File: config.mk
export PLATFORM = sky130hd
export DESIGN_NAME = bus_snoop_monitor
export DESIGN_NICKNAME = d
export VERILOG_FILES = /design/src/rtl/snoop_pkg.sv /design/src/rtl/snoop_sync.sv /design/src/rtl/snoop_cond_detect.sv /design/src/rtl/snoop_addr_capture.sv /design/src/rtl/bus_snoop_monitor.sv
export SDC_FILE = /design/constraint.sdc
export NUM_CORES = 1
export LEC_CHECK = 0
export ABC_AREA = 0
export BUFFER_PORTS_ARGS = -buffer_cell sky130_fd_sc_hd__buf_2
export CORE_MARGIN = 10
export CORE_UTILIZATION = 53
export CTS_CLUSTER_SIZE = 8
export DETAILED_ROUTE_END_ITERATION = 16
export PLACE_DENSITY = 0.76
export REMOVE_ABC_BUFFERS = 1
export SLEW_MARGIN = 25
export SYNTH_ARGS = -nofsm -noshare
export SYNTH_HDL_FRONTEND = slang
export SYNTH_SLANG_ARGS = --single-unit
File: constraint.sdc
create_clock -name clk -period 1.2 [get_ports clk]
set_input_delay 0.18 -clock clk [delete_from_list [all_inputs] [get_ports clk]]
set_output_delay 0.18 -clock clk [all_outputs]
set_load 0.005 [all_outputs]
File: src/rtl/snoop_pkg.sv
package snoop_pkg;
  localparam int DEF_ADDR_W = 7;

  typedef enum logic [1:0] {
    PH_FREE  = 2'd0,
    PH_ADDR  = 2'd1,
    PH_OWNED = 2'd2,
    PH_HELD  = 2'd3
  } phase_e;
endpackage

File: src/rtl/snoop_sync.sv
module snoop_sync #(
  parameter int               WIDTH   = 2,
  parameter int               STAGES  = 2,
  parameter logic [WIDTH-1:0] RST_VAL = '1
) (
  input  logic             clk,
  input  logic             rst_n,
  input  logic [WIDTH-1:0] din,
  output logic [WIDTH-1:0] dout
);
  logic [WIDTH-1:0] stage_q [STAGES];

  generate
    for (genvar s = 0; s < STAGES; s++) begin : g_stage
      logic [WIDTH-1:0] stage_d;
      if (s == 0) begin : g_first
        always_comb stage_d = din;
      end else begin : g_rest
        always_comb stage_d = stage_q[s-1];
      end
      always_ff @(posedge clk or negedge rst_n) begin
        if (!rst_n) stage_q[s] <= RST_VAL;
        else        stage_q[s] <= stage_d;
      end
    end
  endgenerate

  assign dout = stage_q[STAGES-1];
endmodule

File: src/rtl/snoop_cond_detect.sv
module snoop_cond_detect (
  input  logic clk,
  input  logic rst_n,
  input  logic sda_s,
  input  logic scl_s,
  output logic start_det,
  output logic stop_det,
  output logic scl_rise,
  output logic bit_val
);
  logic sda_prev_q, scl_prev_q;

  always_ff @(posedge clk or negedge rst_n) begin
    if (!rst_n) begin
      sda_prev_q <= 1'b1;
      scl_prev_q <= 1'b1;
    end else begin
      sda_prev_q <= sda_s;
      scl_prev_q <= scl_s;
    end
  end

  logic clk_high_both;
  always_comb begin
    clk_high_both = scl_prev_q & scl_s;
    start_det     = clk_high_both & sda_prev_q & ~sda_s;
    stop_det      = clk_high_both & ~sda_prev_q & sda_s;
    scl_rise      = ~scl_prev_q & scl_s;
    bit_val       = sda_s;
  end

  AST_RISE_NOT_FRAME: assert property (@(posedge clk) disable iff (!rst_n)
    scl_rise |-> !(start_det || stop_det));
endmodule

File: src/rtl/snoop_addr_capture.sv
module snoop_addr_capture #(
  parameter int FRAME_BITS = 8
) (
  input  logic                  clk,
  input  logic                  rst_n,
  input  logic                  restart,
  input  logic                  abort,
  input  logic                  bit_stb,
  input  logic                  bit_val,
  output logic                  frame_done,
  output logic [FRAME_BITS-1:0] frame_q
);
  localparam int CNT_W = $clog2(FRAME_BITS + 1);
  localparam logic [CNT_W-1:0] CNT_FULL = CNT_W'(FRAME_BITS);
  localparam logic [CNT_W-1:0] CNT_LAST = CNT_W'(FRAME_BITS - 1);

  logic [CNT_W-1:0]      cnt_q, cnt_d;
  logic [FRAME_BITS-1:0] sh_q, sh_d;
  logic                  done_q, done_d;

  always_comb begin
    cnt_d  = cnt_q;
    sh_d   = sh_q;
    done_d = 1'b0;
    if (restart) begin
      cnt_d = '0;
      sh_d  = '0;
    end else if (abort) begin
      cnt_d = CNT_FULL;
    end else if (bit_stb && (cnt_q < CNT_FULL)) begin
      sh_d   = {sh_q[FRAME_BITS-2:0], bit_val};
      cnt_d  = cnt_q + 1'b1;
      done_d = (cnt_q == CNT_LAST);
    end
  end

  always_ff @(posedge clk or negedge rst_n) begin
    if (!rst_n) begin
      cnt_q  <= CNT_FULL;
      sh_q   <= '0;
      done_q <= 1'b0;
    end else begin
      cnt_q  <= cnt_d;
      sh_q   <= sh_d;
      done_q <= done_d;
    end
  end

  assign frame_done = done_q;
  assign frame_q    = sh_q;

  AST_CNT_BOUND: assert property (@(posedge clk) disable iff (!rst_n)
    cnt_q <= CNT_FULL);
  AST_DONE_SINGLE: assert property (@(posedge clk) disable iff (!rst_n)
    frame_done |=> !frame_done);
  AST_ABORT_QUIET: assert property (@(posedge clk) disable iff (!rst_n)
    (abort && !restart) |=> !frame_done);
endmodule

File: src/rtl/bus_snoop_monitor.sv
module bus_snoop_monitor
  import snoop_pkg::*;
#(
  parameter int ADDR_W      = DEF_ADDR_W,
  parameter int SYNC_STAGES = 2
) (
  input  logic              clk,
  input  logic              rst_n,
  input  logic              sda_in,
  input  logic              scl_in,
  input  logic [ADDR_W-1:0] own_addr,
  output logic              start_pulse,
  output logic              stop_pulse,
  output logic              bus_busy,
  output logic              addr_valid,
  output logic              addr_match,
  output logic              rw_bit,
  output logic              tx_allowed
);
  localparam int FRAME_BITS = ADDR_W + 1;

  // reset: asserted asynchronously, released on the clock
  logic [1:0] rst_pipe_q;
  logic       rst_core_n;
  always_ff @(posedge clk or negedge rst_n) begin
    if (!rst_n) rst_pipe_q <= 2'b00;
    else        rst_pipe_q <= {rst_pipe_q[0], 1'b1};
  end
  assign rst_core_n = rst_pipe_q[1];

  logic [1:0] line_s;
  snoop_sync #(.WIDTH(2), .STAGES(SYNC_STAGES), .RST_VAL(2'b11)) u_sync (
    .clk  (clk),
    .rst_n(rst_core_n),
    .din  ({sda_in, scl_in}),
    .dout (line_s)
  );

  logic start_det, stop_det, scl_rise, bit_val;
  snoop_cond_detect u_detect (
    .clk      (clk),
    .rst_n    (rst_core_n),
    .sda_s    (line_s[1]),
    .scl_s    (line_s[0]),
    .start_det(start_det),
    .stop_det (stop_det),
    .scl_rise (scl_rise),
    .bit_val  (bit_val)
  );

  logic                  frame_done;
  logic [FRAME_BITS-1:0] frame_q;
  snoop_addr_capture #(.FRAME_BITS(FRAME_BITS)) u_capture (
    .clk       (clk),
    .rst_n     (rst_core_n),
    .restart   (start_det),
    .abort     (stop_det),
    .bit_stb   (scl_rise),
    .bit_val   (bit_val),
    .frame_done(frame_done),
    .frame_q   (frame_q)
  );

  phase_e phase_q, phase_d;
  logic   start_q, start_d;
  logic   stop_q, stop_d;
  logic   valid_q, valid_d;
  logic   match_q, match_d;
  logic   rw_q, rw_d;
  logic   own_hit;
  logic   capture_end;

  always_comb begin
    own_hit     = (frame_q[FRAME_BITS-1:1] == own_addr);
    capture_end = frame_done && (phase_q == PH_ADDR);
    start_d     = start_det;
    stop_d      = stop_det;
    valid_d     = capture_end;
    phase_d     = phase_q;
    match_d     = match_q;
    rw_d        = rw_q;
    if (start_det) begin
      phase_d = PH_ADDR;
      match_d = 1'b0;
      rw_d    = 1'b0;
    end else if (stop_det) begin
      phase_d = PH_FREE;
    end else if (capture_end) begin
      phase_d = own_hit ? PH_OWNED : PH_HELD;
      match_d = own_hit;
      rw_d    = frame_q[0];
    end
  end

  always_ff @(posedge clk or negedge rst_core_n) begin
    if (!rst_core_n) begin
      phase_q <= PH_FREE;
      start_q <= 1'b0;
      stop_q  <= 1'b0;
      valid_q <= 1'b0;
      match_q <= 1'b0;
      rw_q    <= 1'b0;
    end else begin
      phase_q <= phase_d;
      start_q <= start_d;
      stop_q  <= stop_d;
      valid_q <= valid_d;
      match_q <= match_d;
      rw_q    <= rw_d;
    end
  end

  assign start_pulse = start_q;
  assign stop_pulse  = stop_q;
  assign bus_busy    = (phase_q != PH_FREE);
  assign addr_valid  = valid_q;
  assign addr_match  = match_q;
  assign rw_bit      = rw_q;
  assign tx_allowed  = (phase_q == PH_FREE) || (phase_q == PH_OWNED);

  AST_BUSY_ON_START: assert property (@(posedge clk) disable iff (!rst_core_n)
    start_det |=> (bus_busy && start_pulse));
  AST_FREE_ON_STOP: assert property (@(posedge clk) disable iff (!rst_core_n)
    stop_det |=> (!bus_busy && tx_allowed && stop_pulse));
  AST_HOLD_IN_ADDR: assert property (@(posedge clk) disable iff (!rst_core_n)
    start_pulse |-> !tx_allowed);
  AST_HOLD_FOREIGN: assert property (@(posedge clk) disable iff (!rst_core_n)
    (addr_valid && !addr_match) |-> !tx_allowed);
  AST_GRANT_OWN: assert property (@(posedge clk) disable iff (!rst_core_n)
    (addr_valid && addr_match) |-> tx_allowed);
  AST_MATCH_STABLE: assert property (@(posedge clk) disable iff (!rst_core_n)
    (!start_pulse && !addr_valid) |-> ($stable(addr_match) && $stable(rw_bit)));
  AST_PULSE_EXCL: assert property (@(posedge clk) disable iff (!rst_core_n)
    $onehot0({start_pulse, stop_pulse, addr_valid}));
endmodule

After elaboration in Yosys (flattened, before gate mapping)
Index checks and enable logic that the tools add are counted.
- bits in latches: 0
- memory bits (writable): 0
- memories: 0
- input bits: 11
- output and inout bits: 7
- logic and storage cells: 60
- bits in read-only memories: 0
- flip-flop bits (word level): 28
- $mul: 0
- bitwise operators: 9
- divide/modulo/power cells: 0
- order comparisons: 1
- equal/unequal tests: 5
- add/sub/neg operators: 1
- reductions and logical operators: 11
- multiplexer cells: 19
- shift-type cells: 0
- operators with widths (cell ; number):
    8-bit two-way mux ; 3
    4-bit two-way mux ; 3
    1-bit two-way mux ; 10
    7-bit equality test ; 1
    1-bit AND ; 6
    2-bit two-way mux ; 3
    2-bit nonzero test ; 3
    3-bit nonzero test ; 2
    4-bit by 1-bit adder with 4-bit output (second input constant) ; 1
    4-bit by 3-bit equality test with 1-bit output (second input constant) ; 1
    4-bit less-than comparator (second input constant) ; 1
    2-bit AND reduction ; 2
    1-bit inverter ; 3
    2-bit by 1-bit equality test with 1-bit output (second input constant) ; 1
    2-bit equality test (second input constant) ; 1
    1-bit logical AND ; 2
    2-bit zero test ; 1
    2-bit inequality test (second input constant) ; 1
    1-bit logical OR ; 1

Longest topological paths before layout
- depth in word-level cells: 6
- mapped depth: 5
- mapped depth without buffers: 4

Hierarchy
A second synthesis with hierarchy kept.
- cell total of the unflattened synthesis: 98
- area total of the unflattened synthesis: 1162.4 um2
- modules (own cells, without submodules) (module ; area an instance (um2) ; seq. area each (um2) ; cells each ; times used):
    snoop_addr_capture ; 554.3 ; 326.6 ; 55 ; 1
    bus_snoop_monitor ; 416.6 ; 225.2 ; 33 ; 1
    snoop_sync ; 105.1 ; 105.1 ; 4 ; 1
    snoop_cond_detect ; 86.3 ; 52.6 ; 6 ; 1

Worst setup path after synthesis
No wires, ideal clock.
- path type: reg-to-reg
- start point: register u_detect.scl_prev_q
- end point: register u_capture.cnt_q[0]
- arrival time: 1.275 ns
- buffers on the path: 1
- stages on the path, launching flop included: 6
- clock period less this slack: 1.400 ns
- required time: 1.075 ns
- setup time: 0.125 ns
- slack: -0.200 ns
- path through: dfstp_2 and4b_1 buf_4 nand2b_2 nor2_1 mux2_2
- RTL lines (element ; RTL line ; text):
    from (decl) ; snoop_cond_detect.sv:11 ; logic sda_prev_q, scl_prev_q;
    from (signal assigned) ; snoop_cond_detect.sv:19 ; scl_prev_q <= scl_s;
    1-bit AND (*) ; snoop_cond_detect.sv:25 ; clk_high_both = scl_prev_q & scl_s;
    1-bit AND (*) (2 in a row) ; snoop_cond_detect.sv:26 ; start_det = clk_high_both & sda_prev_q & ~sda_s;
    named net start_d ; bus_snoop_monitor.sv:65 ; logic start_q, start_d;
    3-bit nonzero test (no source line) or 4-bit two-way mux (tied branches) ; -- ;
    to (signal assigned) ; snoop_addr_capture.sv:43 ; cnt_q <= cnt_d;
    to (decl) ; snoop_addr_capture.sv:17 ; logic [CNT_W-1:0] cnt_q, cnt_d;
The timed path passes the listed nets; every way through them passes the cells marked *.
A chain may end at the register's enable or synchronous reset.

Worst setup path after layout
- start point: register u_sync.stage_q, in the netlist u_sync.dout[0]
- end point: register u_capture.cnt_q[0]
- longest elaborated chain between the ends: 5
- RTL lines (element ; RTL line ; text):
    from (decl) ; snoop_sync.sv:11 ; logic [WIDTH-1:0] stage_q [STAGES];
    from (signal, indexed assignment) ; snoop_sync.sv:23 ; else stage_q[s] <= stage_d;
    1-bit AND ; snoop_cond_detect.sv:25 ;
    1-bit AND (2 in a row) ; snoop_cond_detect.sv:27 ; stop_det = clk_high_both & ~sda_prev_q & sda_s;
    4-bit two-way mux ; snoop_addr_capture.sv:28 ; end else if (abort) begin
    4-bit two-way mux ; snoop_addr_capture.sv:25 ; if (restart) begin
Several ways; a longest one is shown, not always the timed one.

==> flow_metrics.tcl <==
set metrics [dict create \
    pre_cts_slack_ns -0.225 \
    power.share.clock 0.188 \
    drt-vias-per-instance 5.13 \
    seqPwrFrac 0.585 \
    cts_max_level 1 \
    slew_viol_final 0 \
    ys_warn_count 0 \
    met1Wirelength_um 874 \
    cts-root-buf "clkbuf_4" \
    violations "setup timing" \
    fin_skew_ns 0.00598 \
    ios 18 \
    cts_buffers 3 \
    grt_pass1_vias 721 \
    status "complete, but fails checks" \
    netSwitchingPower_mw 0.539 \
    intPower_mw 1.49 \
    crit_fanout 6 \
    die_w_um 65.1 \
    fin_crit_ns 1.39 \
    grt_first_pass_wirelength_um 3310 \
    ant_nets 0 \
    synth-adder-area-share 0.0116 \
    grt_use_total 0.101 \
    start_util 0.555 \
    crit_path_end_kind "flop" \
    grt_setup_unrepaired "yes" \
    synth_xor_area_frac 0.0650 \
    clk_path_buf_depth 2 \
    core_region_area_um2 1940 \
    portBuffers 17 \
    startpoint_type "flop" \
    netlist_area_um2 1080 \
    crit_required_ns 1.42 \
    synth.avg_cell_area_um2 13.6 \
    dpl_cell_area_um2 1320 \
    num_rows 16 \
    grt-ovfl-total 0 \
    synth_top_family_by_area "simple AND/OR/NAND/NOR gates" \
    syn_inst 79 \
    timing.max_cap.violations 0 \
    final_cells 149 \
    cts.clk_slew.worst_paths_ns 0.13 \
    syn2layout_area_growth_pct 37.7 \
    drive_gt1_frac 0.500 \
    place_congestion 0.808 \
    vdd_drop_max_uv 1250 \
    timing.fmax_ghz 0.717 \
    synth.area.mux_share 0.0105 \
    antenna_found_initial 0 \
    area.sequential_um2 709 \
    route.met3.wl_um 114 \
    first_pass_iters 4 \
    topRoutingLayerUsed "met4" \
    design_area_um2 1480 \
    synth_compound_area_frac 0.107 \
    num_antenna_cells 0 \
    nets 135 \
    worstPathArrival_ns 1.61 \
    ys_seq_elements 28 \
    dieArea_um2 4240 \
    wl_met2_um 1090 \
    fin_ws_ns -0.194 \
    fillCellCount 127 \
    clock_sinks 28 \
    p_leak_nw 0.759 \
    dr_total_vias 764 \
    fin_tns_setup_ns -2.58 \
    placedCellCount 137 \
    dp_hpwl_um 1510 \
    hp-class "flop to async pin" \
    synth.distinct_cells 30 \
    power_density_nw_per_um2 1370 \
    drt-total-wl_um 2130 \
    clk_latency_ns 0.32 \
    cts_tree "yes" \
    multiInputGateArea_um2 379 \
    switching_share 0.266 \
    wl_per_cell_um 14.3 \
    p_comb_frac 0.227 \
    grt_max_degree 21 \
    drc 0 \
    hold_viol_final 0 \
    setup_violations 18 \
    ys_seq_area_frac 0.659 \
    final_util 0.764 \
    synth-simple-area-share 0.125 \
    fin_crit_sh 1.16 \
    drt_iter0_markers 28 \
    die_h_um 65.1 \
    setup.worst_path.class "flop to flop" \
]
power by group through the flow:
| stage | Combinational [mW] | Clock (mW) | Sequential (mW) |
|---|---|---|---|
| final | 0.460 | 0.381 | 1.19 |
| after global routing | 0.500 | 0.442 | 1.20 |
| after CTS | 0.380 | 0.389 | 1.18 |
| after detailed placement | 0.341 | 0 | 1.19 |
| after global placement | 0.329 | 0 | 1.18 |
| after floorplan | 0.183 | 0 | 1.18 |
layer usage:
layer  track usage  up-vias
met5             0        -
met4        0.0481        0
met3        0.0464        7
met2         0.151       14
met1         0.120      377
li1              -      366
worst max-delay path: stages, from the launching register on:
cell and delay (ns):
dfstp_2 0.56, and4b_2 0.30, nand2b_4 0.16, nor2_2 0.03
mux2_4 0.24
path summary, 6_finish.rpt:
path | start | end | slack (ns) | depth (start not counted)
worst max-delay path | u_sync.dout[0]$_DFF_PN1_ | u_capture.cnt_q[0]$_DFFE_PN0P_ | -0.19 | 4
worst max register to register | u_sync.dout[0]$_DFF_PN1_ | u_capture.cnt_q[0]$_DFFE_PN0P_ | -0.19 | 4
worst min-delay path | rst_pipe_q[1]$_DFF_PN0_ | u_capture.cnt_q[0]$_DFFE_PN0P_ | 0.14 | 0
worst min register to register | rst_pipe_q[1]$_DFF_PN0_ | u_capture.cnt_q[0]$_DFFE_PN0P_ | 0.14 | 0
max in group asynchronous | rst_pipe_q[1]$_DFF_PN0_ | u_sync.dout[0]$_DFF_PN1_ | 0.59 | 1
min in group clk | own_addr[3] | addr_match$_DFFE_PN0P_ | 0.34 | 5
cell families (layout without fill, tap and decap cells):
kind of cell / Yosys count / in the layout
compound gates: 15 / 15
flops: 28 / 28
mux: 1 / 1
other cells: 1 / 1
xor+xnor: 8 / 8
fa+ha+maj: 1 / 1
simple gates: 21 / 21
buf+inv: 4 / 47
cells in the final DEF, fill, tap and decap left out:
cell	count
o21ai_0	2
clkbuf_4	3
nand4b_1	1
nor2_1	2
buf_2	15
ha_1	1
dlygate4sd3_1	3
conb_1	1
nor2_2	3
dfstp_2	7
nor2b_2	1
and3b_1	1
nand2_1	3
or2_4	1
a32o_1	1
o21ai_2	1
and3_1	1
nor4_1	1
nand3_1	1
nand2b_4	2
inv_2	2
a21oi_1	2
buf_12	1
nor3_1	1
dfrtp_1	21
nand4_1	1
nor3b_4	1
xor2_1	8
and4b_2	1
buf_6	10
buf_4	12
mux2_4	1
a22o_1	8
o211a_1	1
clkbuf_1	1
area by class of cell:
cell class	instances	area share
Clock buffer	4	0.0177
Inverter	2	0.00506
Multi-Input combinational cell	47	0.255
Sequential cell	28	0.478
Tap cell	27	0.0228
Timing Repair Buffer	41	0.221
Yosys cell counts:
library cell	number	area, um^2
dfrtp_1	21	526
a22o_1	8	70.1
xor2_1	8	70.1
dfstp_2	7	184
nor2_1	4	15.0
nand2_1	3	11.3
o21ai_0	3	15.0
a21oi_1	2	10.0
inv_1	2	7.51
a32o_1	1	10.0
and3_1	1	6.26
and3b_1	1	8.76
and4b_1	1	10.0
buf_2	1	5.00
buf_4	1	7.51
conb_1	1	3.75
ha_1	1	12.5
mux2_2	1	11.3
nand2b_1	1	6.26
nand2b_2	1	8.76
nand3_1	1	5.00
nand4_1	1	6.26
nand4b_1	1	8.76
nor2_2	1	6.26
nor2b_1	1	6.26
nor3_1	1	5.00
nor3b_4	1	18.8
nor4_1	1	6.26
o211a_1	1	10.0
or2_2	1	6.26
per-stage QoR:
| stage | hold slack (ns) | power [mW] |
|---|---|---|
| 2_1_floorplan | -0.116 | 1.36 |
| 3_3_place_gp | -0.0351 | 1.51 |
| 3_5_place_dp | -0.0308 | 1.53 |
| 4_1_cts | 0.144 | 1.95 |
| 5_1_grt | 0.143 | 2.15 |
| 6_report | 0.137 | 2.03 |
registers in the layout, summed over array words and instances, names as in the netlist:
signal and cells:
u_detect.scl_prev_q 1, addr_match 1, rst_pipe_q 2, u_capture.frame_q 8, addr_valid 1, u_detect.sda_prev_q 1, stop_pulse 1, u_capture.frame_done 1
start_pulse 1, phase_q 2, rw_bit 1, u_capture.cnt_q 4, u_sync.g_stage.stage_d 2, u_sync.dout 2
what timing repair did:
| action | CTS | global route |
|---|---|---|
| endpoints found under the hold margin | 4 | 0 |
| setup buffers | 2 | 3 |
| pin swaps | 4 | 2 |
| gates resized for setup | 9 | 13 |
| hold buffers | 3 | 0 |
| endpoints found under the setup margin | 17 | 18 |
Power figures use the tool's default switching activity.
